--- config.mk ---
export PLATFORM = sky130hd
export DESIGN_NAME = gpio_port_ctrl
export DESIGN_NICKNAME = d
export VERILOG_FILES = /design/src/rtl/gpio_pkg.sv /design/src/rtl/gpio_regfile.sv /design/src/rtl/gpio_sync.sv /design/src/rtl/gpio_pad_ctrl.sv /design/src/rtl/gpio_port_ctrl.sv
export SDC_FILE = /design/constraint.sdc
export NUM_CORES = 1
export LEC_CHECK = 0
export ABC_AREA = 1
export BUFFER_PORTS_ARGS = -buffer_cell sky130_fd_sc_hd__buf_4
export CAP_MARGIN = 20
export CORE_MARGIN = 1
export CORE_UTILIZATION = 29
export CTS_CLUSTER_DIAMETER = 30
export DETAILED_ROUTE_END_ITERATION = 12
export GPL_TIMING_DRIVEN = 0
export PLACE_DENSITY = 0.61
export SLEW_MARGIN = 40
export SYNTH_ARGS = -nofsm -noshare
export SYNTH_HDL_FRONTEND = slang
export SYNTH_HIERARCHICAL = 1
export SYNTH_SLANG_ARGS = --single-unit
export TNS_END_PERCENT = 10
--- constraint.sdc ---
create_clock -name clk -period 0.91 [get_ports clk]
set_input_delay 0.182 -clock clk [delete_from_list [all_inputs] [get_ports clk]]
set_output_delay 0.182 -clock clk [all_outputs]
set_load 0.1 [all_outputs]
--- src/rtl/gpio_pkg.sv ---
package gpio_pkg;

    localparam int PORT_W = 8;
    localparam int ADDR_W = 8;
    localparam int IDX_W  = $clog2(PORT_W);

    localparam logic [ADDR_W-1:0] DEF_LATCH_ADDR = 8'hB0;
    localparam logic [ADDR_W-1:0] DEF_INMODE_ADDR = 8'hF4;
    localparam logic [ADDR_W-1:0] DEF_DRVMODE_ADDR = 8'hA7;

    localparam logic [PORT_W-1:0] LATCH_RST = {PORT_W{1'b1}};
    localparam logic [PORT_W-1:0] INMODE_RST = {PORT_W{1'b1}};
    localparam logic [PORT_W-1:0] DRVMODE_RST = {PORT_W{1'b0}};

    typedef enum logic [1:0] {
        SEL_NONE    = 2'd0,
        SEL_LATCH   = 2'd1,
        SEL_INMODE  = 2'd2,
        SEL_DRVMODE = 2'd3
    } reg_sel_e;

    typedef struct packed {
        logic [PORT_W-1:0] latch;
        logic [PORT_W-1:0] in_mode;
        logic [PORT_W-1:0] drv_mode;
    } port_cfg_t;

    typedef struct packed {
        logic [PORT_W-1:0] oe;
        logic [PORT_W-1:0] out;
        logic [PORT_W-1:0] pu;
        logic [PORT_W-1:0] rx;
    } pad_ctl_t;

    function automatic reg_sel_e decode_addr(
        input logic [ADDR_W-1:0] a,
        input logic [ADDR_W-1:0] latch_a,
        input logic [ADDR_W-1:0] inmode_a,
        input logic [ADDR_W-1:0] drvmode_a
    );
        if (a == latch_a)        return SEL_LATCH;
        else if (a == inmode_a)  return SEL_INMODE;
        else if (a == drvmode_a) return SEL_DRVMODE;
        else                     return SEL_NONE;
    endfunction

    // Per-pin pad control: analog forces everything off, drive mode only
    // matters when the latch asks for a high level.
    function automatic logic [3:0] pin_ctl(
        input logic digital,
        input logic lat,
        input logic push_pull
    );
        logic oe;
        logic val;
        logic pu;
        oe  = digital & (~lat | push_pull);
        val = digital & lat & push_pull;
        pu  = digital & lat;
        return {oe, val, pu, digital};
    endfunction

endpackage

--- src/rtl/gpio_regfile.sv ---
module gpio_regfile
    import gpio_pkg::*;
#(
    parameter int W = PORT_W,
    parameter int AW = ADDR_W,
    parameter int IW = IDX_W,
    parameter logic [AW-1:0] LATCH_ADDR = DEF_LATCH_ADDR,
    parameter logic [AW-1:0] INMODE_ADDR = DEF_INMODE_ADDR,
    parameter logic [AW-1:0] DRVMODE_ADDR = DEF_DRVMODE_ADDR
) (
    input  logic          clk,
    input  logic          rst,
    input  logic          wr_en,
    input  logic          bit_wr_en,
    input  logic [AW-1:0] addr,
    input  logic [W-1:0]  wdata,
    input  logic [IW-1:0] bit_idx,
    input  logic          bit_val,
    output port_cfg_t     cfg
);

    reg_sel_e sel;
    logic     bit_hit;

    assign sel     = decode_addr(addr, LATCH_ADDR, INMODE_ADDR, DRVMODE_ADDR);
    assign bit_hit = bit_wr_en && !wr_en && (sel == SEL_LATCH);

    always_ff @(posedge clk) begin
        if (rst) begin
            cfg.latch    <= LATCH_RST;
            cfg.in_mode  <= INMODE_RST;
            cfg.drv_mode <= DRVMODE_RST;
        end else if (wr_en) begin
            case (sel)
                SEL_LATCH:   cfg.latch    <= wdata;
                SEL_INMODE:  cfg.in_mode  <= wdata;
                SEL_DRVMODE: cfg.drv_mode <= wdata;
                default: ;
            endcase
        end else if (bit_hit) begin
            cfg.latch[bit_idx] <= bit_val;
        end
    end


    reset_val_chk: assert property (@(posedge clk)
        rst |=> (cfg.latch == LATCH_RST && cfg.in_mode == INMODE_RST
                 && cfg.drv_mode == DRVMODE_RST));


    bit_wr_one_chk: assert property (@(posedge clk) disable iff (rst)
        bit_hit |=> ((((cfg.latch ^ $past(cfg.latch))
                      & ~({{(W-1){1'b0}}, 1'b1} << $past(bit_idx))) == '0)
                     && (cfg.latch[$past(bit_idx)] == $past(bit_val))));


    bit_wr_miss_chk: assert property (@(posedge clk) disable iff (rst)
        (bit_wr_en && !wr_en && sel != SEL_LATCH) |=> $stable(cfg));


    byte_over_bit_chk: assert property (@(posedge clk) disable iff (rst)
        (wr_en && bit_wr_en && sel == SEL_LATCH) |=> (cfg.latch == $past(wdata)));

endmodule

--- src/rtl/gpio_sync.sv ---
module gpio_sync #(
    parameter int W = 8,
    parameter int STAGES = 2
) (
    input  logic         clk,
    input  logic         rst,
    input  logic [W-1:0] din,
    output logic [W-1:0] dout
);

    logic [W-1:0] stg [STAGES];

    always_ff @(posedge clk) begin
        if (rst) stg[0] <= '0;
        else     stg[0] <= din;
    end

    for (genvar s = 1; s < STAGES; s++) begin : g_stage
        always_ff @(posedge clk) begin
            if (rst) stg[s] <= '0;
            else     stg[s] <= stg[s-1];
        end
    end

    assign dout = stg[STAGES-1];

endmodule

--- src/rtl/gpio_pad_ctrl.sv ---
module gpio_pad_ctrl
    import gpio_pkg::*;
#(
    parameter int W = PORT_W
) (
    input  logic      clk,
    input  logic      rst,
    input  port_cfg_t cfg,
    output pad_ctl_t  pads
);

    for (genvar p = 0; p < W; p++) begin : g_pin
        logic [3:0] ctl;
        assign ctl = pin_ctl(cfg.in_mode[p], cfg.latch[p], cfg.drv_mode[p]);
        assign pads.oe[p]  = ctl[3];
        assign pads.out[p] = ctl[2];
        assign pads.pu[p]  = ctl[1];
        assign pads.rx[p]  = ctl[0];
    end


    analog_off_chk: assert property (@(posedge clk) disable iff (rst)
        ((pads.oe | pads.out | pads.pu | pads.rx) & ~cfg.in_mode) == '0);


    od_release_chk: assert property (@(posedge clk) disable iff (rst)
        (pads.oe & cfg.latch & ~cfg.drv_mode) == '0);


    pu_not_low_chk: assert property (@(posedge clk) disable iff (rst)
        (pads.pu & pads.oe & ~pads.out) == '0);


    pp_high_chk: assert property (@(posedge clk) disable iff (rst)
        ((cfg.in_mode & cfg.latch & cfg.drv_mode) & ~(pads.oe & pads.out)) == '0);

endmodule

--- src/rtl/gpio_port_ctrl.sv ---
module gpio_port_ctrl
    import gpio_pkg::*;
#(
    parameter int W = PORT_W,
    parameter int AW = ADDR_W,
    parameter int IW = IDX_W,
    parameter int SYNC_STAGES = 2,
    parameter logic [AW-1:0] LATCH_ADDR = DEF_LATCH_ADDR,
    parameter logic [AW-1:0] INMODE_ADDR = DEF_INMODE_ADDR,
    parameter logic [AW-1:0] DRVMODE_ADDR = DEF_DRVMODE_ADDR
) (
    input  logic          clk,
    input  logic          rst,
    input  logic          wr_en,
    input  logic          bit_wr_en,
    input  logic          rd_en,
    input  logic [AW-1:0] addr,
    input  logic [W-1:0]  wdata,
    input  logic [IW-1:0] bit_idx,
    input  logic          bit_val,
    output logic [W-1:0]  rdata,
    input  logic [W-1:0]  pin_in,
    output logic [W-1:0]  pad_oe,
    output logic [W-1:0]  pad_out,
    output logic [W-1:0]  pad_pu,
    output logic [W-1:0]  pad_rx_en
);

    port_cfg_t    cfg;
    pad_ctl_t     pads;
    logic [W-1:0] pin_sync;
    reg_sel_e     rd_sel;

    gpio_regfile #(
        .W(W), .AW(AW), .IW(IW),
        .LATCH_ADDR(LATCH_ADDR), .INMODE_ADDR(INMODE_ADDR),
        .DRVMODE_ADDR(DRVMODE_ADDR)
    ) i_regs (
        .clk(clk), .rst(rst), .wr_en(wr_en), .bit_wr_en(bit_wr_en),
        .addr(addr), .wdata(wdata), .bit_idx(bit_idx), .bit_val(bit_val),
        .cfg(cfg)
    );

    gpio_sync #(.W(W), .STAGES(SYNC_STAGES)) i_sync (
        .clk(clk), .rst(rst), .din(pin_in), .dout(pin_sync)
    );

    gpio_pad_ctrl #(.W(W)) i_pads (
        .clk(clk), .rst(rst), .cfg(cfg), .pads(pads)
    );

    assign pad_oe    = pads.oe;
    assign pad_out   = pads.out;
    assign pad_pu    = pads.pu;
    assign pad_rx_en = pads.rx;

    assign rd_sel = decode_addr(addr, LATCH_ADDR, INMODE_ADDR, DRVMODE_ADDR);

    always_ff @(posedge clk) begin
        if (rst) begin
            rdata <= '0;
        end else if (rd_en) begin
            case (rd_sel)
                SEL_LATCH:   rdata <= pin_sync & cfg.in_mode;
                SEL_INMODE:  rdata <= cfg.in_mode;
                SEL_DRVMODE: rdata <= cfg.drv_mode;
                default:     rdata <= '0;
            endcase
        end
    end


    rdata_hold_chk: assert property (@(posedge clk) disable iff (rst)
        !rd_en |=> $stable(rdata));


    analog_read_zero_chk: assert property (@(posedge clk) disable iff (rst)
        (rd_en && rd_sel == SEL_LATCH) |=> ((rdata & ~$past(pads.rx)) == '0));


    unmapped_read_chk: assert property (@(posedge clk) disable iff (rst)
        (rd_en && rd_sel == SEL_NONE) |=> (rdata == '0));

endmodule

After elaboration in Yosys (flattened, before gate mapping):

Memories as Yosys holds them, arrays and structs flattened.
Cells that the tools add are included.

* $add $sub $neg: 0
* multipliers: 0
* divide/modulo/power cells: 0
* magnitude comparators: 2
* equal/unequal tests: 7
* shift operators: 0
* mux-type cells: 15
* bitwise operators: 43
* reduce and logical (&&, ||, !) cells: 8

Operators with widths (number)
* $mux 8: 5
* $and 1x1->1: 24
* $eq 8x8->1 const B: 3
* $pmux 8 s3: 1
* $or 1x1->1: 10
* $and 8x8->8: 1
* $bwmux 8: 1
* $not 1->1: 8
* $mux 2: 3
* $reduce_and 2->1: 3
* $eq 2x2->1 const B: 2
* $lt 3x4->1 const B: 1
* $mux 1: 4
* $demux 1 s3: 1
* $ge 3x1->1 const B: 1
* $logic_and 1x1->1: 3
* $eq 2x1->1 const B: 1
* $ne 2x1->1 const B: 1
* $reduce_bool 2->1: 1
* $logic_not 1->1: 1

* bits in registers: 32
* latch bits: 0
* bits in writable memories: 16
* ROM bits: 0
* bits of input ports: 33
* word-level logic and storage cells: 80
* memories kept: 1

Memories
* i_sync.stg: words 2, width 8, read ports 2, clocked after memory_dff 0, wr ports 2, RTL line gpio_sync.sv:11 `logic [W-1:0] stg [STAGES];`

Logic depth before layout (Yosys ltp):

Gate-level depths: netlist of run 1.

* depth in word-level cells: 8
* mapped depth: 8
* gate-level depth less buffers: 7

Modules after synthesis:

Netlist of run 1, hierarchy kept.

Modules (own cells, without submodules)
* gpio_regfile: times used 1, cells an instance 176, area an instance 1252.5 um2, seq. area each 480.5 um2
* gpio_port_ctrl: times used 1, cells an instance 103, area an instance 635.6 um2, seq. area each 160.2 um2
* gpio_sync: times used 1, cells an instance 50, area an instance 474.2 um2, seq. area each 320.3 um2
* gpio_pad_ctrl: times used 1, cells an instance 56, area an instance 250.2 um2, seq. area each 0.0 um2

Least setup slack after synthesis of run 1:

Ideal clock, no wire load.

* kind: reg-to-output
* from: register i_regs/cfg[8] (netlist name)
* to: output pad_oe[0]
* data arrival time: 1886 ps
* slack: -1158 ps
* stages on the path, launching flop included: 3
* path buffers: 0
* cell sequence: dfxtp_1 -> inv_1 -> a21oi_1

* word-level cells in the longest chain between the ends: 1

RTL lines
* $and 1x1->1: RTL line gpio_pkg.sv:57 `oe = digital & (~lat | push_pull);`
* end: declaration: RTL line gpio_port_ctrl.sv:23 `output logic [W-1:0] pad_oe,`

No other way between the ends.

Worst setup path after layout of run 1:

* from: register i_regs/cfg[1] (netlist name)
* to: output pad_oe[1]

* word-level cells in the longest chain between the ends: 2

RTL lines (RTL line)
* $or 1x1->1: gpio_pkg.sv:57
* $and 1x1->1: gpio_pkg.sv:57

No other way between the ends.

==> flow_metrics.py, run 1 <==
metrics = {
    "clocking": {
        "cts_inserted_buffers": 5,
        "clkTransAtPathRegs_ns": 0.08,
        "cts_sinks": 48,
        "clock_latency_ns": 0.29,
        "cts_root_buf": "clkbuf_8",
        "cts_tree": "yes",
        "clk_path_buf_depth": 2,
        "htreeDepth": 2,
        "holdBufCountCts": 0,
    },
    "yosys": {
        "synth.most_common_cell": "nand2_1",
        "syn_area_um2": 2610,
        "synthTopCellsByCount": "nand2_1, inv_1, nand3_1",
        "syn_inst": 385,
        "yosys_warnings": 6,
        "synth_top_cell_area_share": 0.368,
        "synth_area_leader_cell": "dfxtp_1",
        "synthTopCellsByArea": "dfxtp_1, nand2_1, nand3_1, inv_1, nand4_1",
        "synth_nets": 418,
        "synth_edf_count": 0,
        "synthDistinctLibCells": 23,
        "ys_seq_elements": 48,
        "async_flop_share": 0,
        "seq_area_frac_synth": 0.368,
        "synth_ff_type": "dfxtp_1",
        "syn_area_per_cell_um2": 6.79,
    },
    "setup_path": {
        "critPathCaptureType": "output pin",
        "ff2ff_setup_slack_ns": -0.21,
        "reg2reg_depth": 8,
        "cp-startpoint": "i_regs/cfg[1]",
        "rr_endpoint": "rdata[7]",
        "cp.depth": 3,
        "cp_max_fo": 2,
        "worstSetupPathType": "reg -> out",
        "rr_startpoint": "i_regs/cfg[15]",
        "setup.worst_path.end": "pad_oe[1]",
        "cp.arrival_ns": 1.06,
        "cp.required_ns": 0.73,
        "slowest_delay_ns": 0.35,
        "critPathBufInv": 2,
        "critPathSlowestCell": "dfxtp_2",
        "crit_family": "flip-flops",
        "crit_chain": "inv_2, a21oi_4, buf_12",
        "worst_setup_path_start_kind": "flip-flop",
    },
    "global_routing": {
        "grt_overflow": 0,
        "grt.total_usage": 0.156,
        "grt_pass1_vias": 2617,
        "grt_pass1_wl_um": 12100,
        "grt_max_degree": 14,
        "antenna_found_initial": 0,
    },
    "route": {
        "drc": 0,
        "ant_nets": 0,
        "viasPerCell": 4.54,
        "dr.pass1.iters": 4,
        "dr_total_vias": 2672,
        "dr.first_iter.drc_count": 103,
        "wire_per_inst_um": 12.1,
        "drt_wl_total_um": 7110,
    },
    "final_layout": {
        "seqCellArea_um2": 1040,
        "drive_gt1_frac": 0.473,
        "fillers": 828,
        "diodes": 0,
        "fin_area_um2": 4340,
        "final_util": 0.497,
        "multiInputGateArea_um2": 1440,
        "layout.nets": 512,
        "area_growth_pct": 65.9,
    },
    "sta": {
        "setup_viol": 48,
        "fin_skew_ns": 0.00279,
        "tns_ns": -11.14,
        "period_minus_slack_ns": 1.25,
        "hold_viol": 0,
        "holdWs_ns": 0.0689,
        "fin_crit_sh": 1.37,
        "slew_violations": 0,
        "slew_headroom": 0.779,
        "fin_ws_ns": -0.337,
        "rsz0062_at_grt": "true",
        "fmax_ghz": 0.802,
        "tightestPinTransition_ns": 0.332,
    },
    "placed_design": {
        "dpl-instance-area_um2": 3570,
        "portBuffers": 70,
        "globalplace.congestion": 0.887,
        "hpwl_um": 5380,
    },
    "pwr": {
        "switchingPower_w": 0.000982,
        "cell_internal_pwr_w": 0.00291,
        "p_leak_nw": 1.99,
        "powerDensity_nw_per_um2": 899,
        "fin_total_pwr_w": 0.00390,
        "peakVddDrop_mv": 0.579,
        "seq_power_share": 0.538,
        "p_clk_frac": 0.327,
        "combPwrFrac": 0.135,
        "switching_share": 0.252,
    },
    "worst_hold_path": {
        "hold_class": "in -> reg",
    },
    "status": {
        "violations": "negative setup slack",
        "outcome": "complete, but fails checks",
    },
    "die": {
        "dieArea_um2": 9390,
        "boundaryPins": 73,
        "core-area_um2": 8720,
        "fp.dieH_um": 96.9,
        "initial_utilization": 0.300,
        "die_w_um": 96.9,
        "rows": 34,
    },
    "run": {
        "max-cap-violations": 0,
    },
}
-- worst min-delay path by stage --
| stage | from | end | slack [ns] | cells past startpoint |
|---|---|---|---|---|
| after floorplan | pin_in[0] | i_sync/stg[0][0] | 0.29 | 2 |
| after global placement | rst | i_sync/stg[0][2] | 0.38 | 2 |
| after detailed placement | rst | i_sync/stg[1][7] | 0.38 | 2 |
| after CTS | rst | i_sync/stg[1][7] | 0.06 | 2 |
| after global routing | rst | i_sync/stg[1][5] | 0.06 | 2 |
| final | rst | i_sync/stg[1][7] | 0.07 | 2 |
-- per-stage QoR --
stage / setup slack (ns) / cells
floorplan: -0.215 / 385
global placement: -0.271 / 563
detailed placement: -0.299 / 563
CTS: -0.344 / 587
global route: -0.373 / 588
finish: -0.337 / 588
-- power groups by stage --
stage	sequential, W	clock, W	combinational, W
5_1_grt	0.00210	0.00140	0.000582
3_3_place_gp	0.00217	0	0.000502
2_1_floorplan	0.00217	0	0.000303
3_5_place_dp	0.00217	0	0.000506
4_1_cts	0.00210	0.00131	0.000523
6_report	0.00210	0.00127	0.000526
-- kinds of logic after synthesis --
group,after synthesis,share of synthesized area
AO/OA/AOI/OAI,24,0.0575
flip-flops,48,0.368
buffers and inverters,86,0.166
AND/OR/NAND/NOR,227,0.409
-- area by class of cell --
cell class,count,area share
repair buffers,87,0.265
flip-flops and latches,48,0.241
inverters,67,0.0690
clock buffers,8,0.0208
plain buffers,19,0.0407
multi-input cells,251,0.333
well taps,108,0.0312
-- flip-flops by register name, summed over array words and instances, names as in the netlist --
| signal | count |
|---|---|
| i_regs/cfg | 24 |
| i_sync/stg | 16 |
| rdata | 8 |
-- layer usage --
metal  GRT usage  part of all wire  vias up
li1            -                 -     1393
met2       0.277              0.49       68
met5           0                 0        -
met3      0.0311             0.044        5
met1       0.196              0.46     1206
met4      0.0299            0.0063        0
-- what timing repair did --
item	in CTS	in global routing
endpoints found under the setup margin	47	66
resized for setup	124	11
buffers inserted	16	1
pin swaps	19	4
-- cells in the final DEF (no fill, tap or decap), types with 4 or more instances in the layout --
cell	n
inv_4	4
a21oi_4	8
a21oi_2	8
inv_1	40
buf_8	4
buf_4	55
nand2_4	8
nand2_1	94
nand3_1	60
nor2_1	16
a21oi_1	8
buf_6	5
nor2_2	12
nand2_2	5
clkinvlp_4	8
dfxtp_4	17
clkbuf_8	7
buf_12	38
nand4_1	16
dfxtp_1	16
nor2_4	10
dfxtp_2	15
inv_2	14
Note: power is estimated with default switching activity, not from simulation.
==> run 2, diff against run 1 <==
--- a/config.mk
+++ b/config.mk
@@ -5,7 +5,6 @@
 export SDC_FILE = /design/constraint.sdc
 export NUM_CORES = 1
 export LEC_CHECK = 0
-export ABC_AREA = 1
 export BUFFER_PORTS_ARGS = -buffer_cell sky130_fd_sc_hd__buf_4
 export CAP_MARGIN = 20
 export CORE_MARGIN = 1
@@ -13,7 +12,7 @@
 export CTS_CLUSTER_DIAMETER = 30
 export DETAILED_ROUTE_END_ITERATION = 12
 export GPL_TIMING_DRIVEN = 0
-export PLACE_DENSITY = 0.61
+export PLACE_DENSITY = 0.64
 export SLEW_MARGIN = 40
 export SYNTH_ARGS = -nofsm -noshare
 export SYNTH_HDL_FRONTEND = slang
==> run 2 against run 1 <==
The run still ends with negative setup slack left. First-iteration DRC count grew 44%. Hold slack gained 0.016 ns. Non-clock buffer count shrank 5. Clock-buffer cell count shrank 1. Cell area shrank 7.4%. Area after synthesis shrank 9.2%. Largest power group unchanged. Highest routed layer unchanged.
==> flow_metrics.py, run 2 <==
metrics = {
    "sta": {
        "fin_skew_ns": 0.00844,
        "period_minus_slack_ns": 1.27,
        "setup_viol": 68,
        "fin_crit_sh": 1.39,
        "hold_viol": 0,
        "fin_ws_ns": -0.358,
        "rsz0062_at_grt": "true",
        "tightestPinTransition_ns": 0.525,
        "slew_headroom": 0.649,
        "holdWs_ns": 0.0847,
        "slew_violations": 0,
        "fmax_ghz": 0.789,
    },
    "placed_design": {
        "hpwl_um": 4820,
        "dpl-instance-area_um2": 3150,
        "globalplace.congestion": 0.868,
        "portBuffers": 70,
    },
    "clocking": {
        "htreeDepth": 2,
        "clock_latency_ns": 0.30,
        "cts_root_buf": "clkbuf_8",
        "cts_inserted_buffers": 5,
        "clkTransAtPathRegs_ns": 0.08,
        "cts_tree": "yes",
        "holdBufCountCts": 0,
        "cts_sinks": 48,
        "clk_path_buf_depth": 2,
    },
    "route": {
        "dr.pass1.iters": 4,
        "ant_nets": 0,
        "dr_total_vias": 2205,
        "wire_per_inst_um": 15.0,
        "drt_wl_total_um": 6800,
        "dr.first_iter.drc_count": 148,
        "drc": 0,
        "viasPerCell": 4.87,
    },
    "yosys": {
        "synthTopCellsByCount": "dfxtp_1, nor2_1, a21oi_1",
        "synth_area_leader_cell": "dfxtp_1",
        "syn_inst": 263,
        "synth_top_cell_area_share": 0.405,
        "syn_area_per_cell_um2": 9.02,
        "yosys_warnings": 6,
        "ys_seq_elements": 48,
        "async_flop_share": 0,
        "synth.most_common_cell": "dfxtp_1",
        "synth_nets": 296,
        "synthDistinctLibCells": 43,
        "synthTopCellsByArea": "dfxtp_1, nor2_1, mux2i_1, a21oi_1, a32oi_1",
        "syn_area_um2": 2370,
        "synth_edf_count": 0,
        "synth_ff_type": "dfxtp_1",
        "seq_area_frac_synth": 0.405,
    },
    "final_layout": {
        "largest_register": "i_regs/cfg",
        "drive_gt1_frac": 0.558,
        "largestRegisters": "i_regs/cfg x24, i_sync/stg x16, rdata x8",
        "largest_reg_flops": 24,
        "final_util": 0.514,
        "fin_area_um2": 4020,
        "mostFrequentLayoutCell": "buf_12",
        "layout.nets": 383,
        "area_growth_pct": 69.3,
        "diodes": 0,
        "mostFrequentLayoutCells": "buf_12, buf_4, nor2_1",
        "fillers": 704,
    },
    "die": {
        "dieArea_um2": 8550,
        "core-area_um2": 7810,
        "rows": 32,
        "die_w_um": 92.4,
        "boundaryPins": 73,
        "initial_utilization": 0.304,
        "fp.dieH_um": 92.4,
    },
    "pwr": {
        "powerDensity_nw_per_um2": 957,
        "peakVddDrop_mv": 0.530,
        "p_leak_nw": 1.67,
    },
    "setup_path": {
        "cp.arrival_ns": 1.09,
        "critPathCaptureType": "output pin",
        "worst_setup_path_start_kind": "flip-flop",
        "ff2ff_setup_slack_ns": 0.03,
        "rr_startpoint": "i_sync/stg[1][3]",
        "cp.required_ns": 0.73,
        "cp_max_fo": 6,
        "cp-startpoint": "i_regs/cfg[9]",
        "worstSetupPathType": "reg -> out",
        "rr_endpoint": "rdata[3]",
        "reg2reg_depth": 3,
        "setup.worst_path.end": "pad_oe[1]",
    },
    "status": {
        "violations": "negative setup slack",
        "outcome": "complete, but fails checks",
    },
    "global_routing": {
        "antenna_found_initial": 0,
        "grt_overflow": 0,
        "grt_pass1_vias": 2229,
        "grt_max_degree": 15,
        "grt_pass1_wl_um": 11300,
        "grt.total_usage": 0.169,
    },
    "run": {
        "max-cap-violations": 0,
    },
    "worst_hold_path": {
        "hold_class": "in -> reg",
    },
}
run 2: worst max-delay path, cell delays in order (launching register included):
cell	delay [ns]
dfxtp_4	0.39
a21boi_4	0.20
buf_12	0.19
run 2: final cells by class:
type | count | area (um^2) | share of cell area
Timing Repair Buffer | 80 | 1120 | 0.280
Buffer | 21 | 166 | 0.0414
Inverter | 12 | 45.0 | 0.0112
Tap cell | 102 | 128 | 0.0318
Sequential cell | 48 | 1050 | 0.261
Multi-Input combinational cell | 182 | 1410 | 0.351
Clock inverter | 1 | 7.51 | 0.00187
Clock buffer | 7 | 86.3 | 0.0215
run 2: repair_timing:
action / 4_1_cts / 5_1_grt
gates resized for setup: 182 / 26
endpoints found under the hold margin: 0 / 0
setup endpoints to repair: 72 / 72
pin swaps: 18 / 16
setup buffers: 5 / 5
run 2: cells by family after synthesis:
family,share of synthesized area
flip-flops,0.405
XOR/XNOR,0.00369
buffers and inverters,0.0733
multiplexers,0.0422
AND/OR/NAND/NOR,0.258
AO/OA/AOI/OAI,0.217
run 2: per-stage QoR:
step | total power [W] | std cells | setup WS [ns] | TNS [ns]
after global routing | 0.00405 | 453 | -0.417 | -15.73
after detailed placement | 0.00261 | 435 | -0.650 | -19.99
final | 0.00384 | 453 | -0.358 | -13.21
after CTS | 0.00388 | 448 | -0.365 | -14.97
after global placement | 0.00261 | 435 | -0.620 | -19.22
after floorplan | 0.00241 | 263 | -0.286 | -11.61
run 2: power breakdown:
group          switching, W  internal [W]
Clock              0.000685      0.000618
Sequential       0.00000821       0.00208
Combinational      0.000242      0.000214
Total              0.000935       0.00291
run 2: metal layers:
metal | wire length, um | share of wire | up-vias | GRT usage
li1 | - | - | 1100 | -
met1 | 3030 | 0.45 | 1037 | 0.214
met2 | 3380 | 0.50 | 64 | 0.286
met3 | 347 | 0.051 | 4 | 0.0460
met4 | 43 | 0.0063 | 0 | 0.0352
met5 | 0 | 0 | - | 0
run 2: worst min-delay path by stage:
stage          slack, ns      start  depth (start not counted)               end
6_report            0.08  pin_in[6]                          2  i_sync/stg[0][6]
4_1_cts             0.08  pin_in[6]                          2  i_sync/stg[0][6]
3_5_place_dp        0.39  pin_in[6]                          2  i_sync/stg[0][6]
3_3_place_gp        0.40  pin_in[3]                          2  i_sync/stg[0][3]
2_1_floorplan       0.31  pin_in[3]                          1  i_sync/stg[0][3]
5_1_grt             0.07  pin_in[6]                          2  i_sync/stg[0][6]
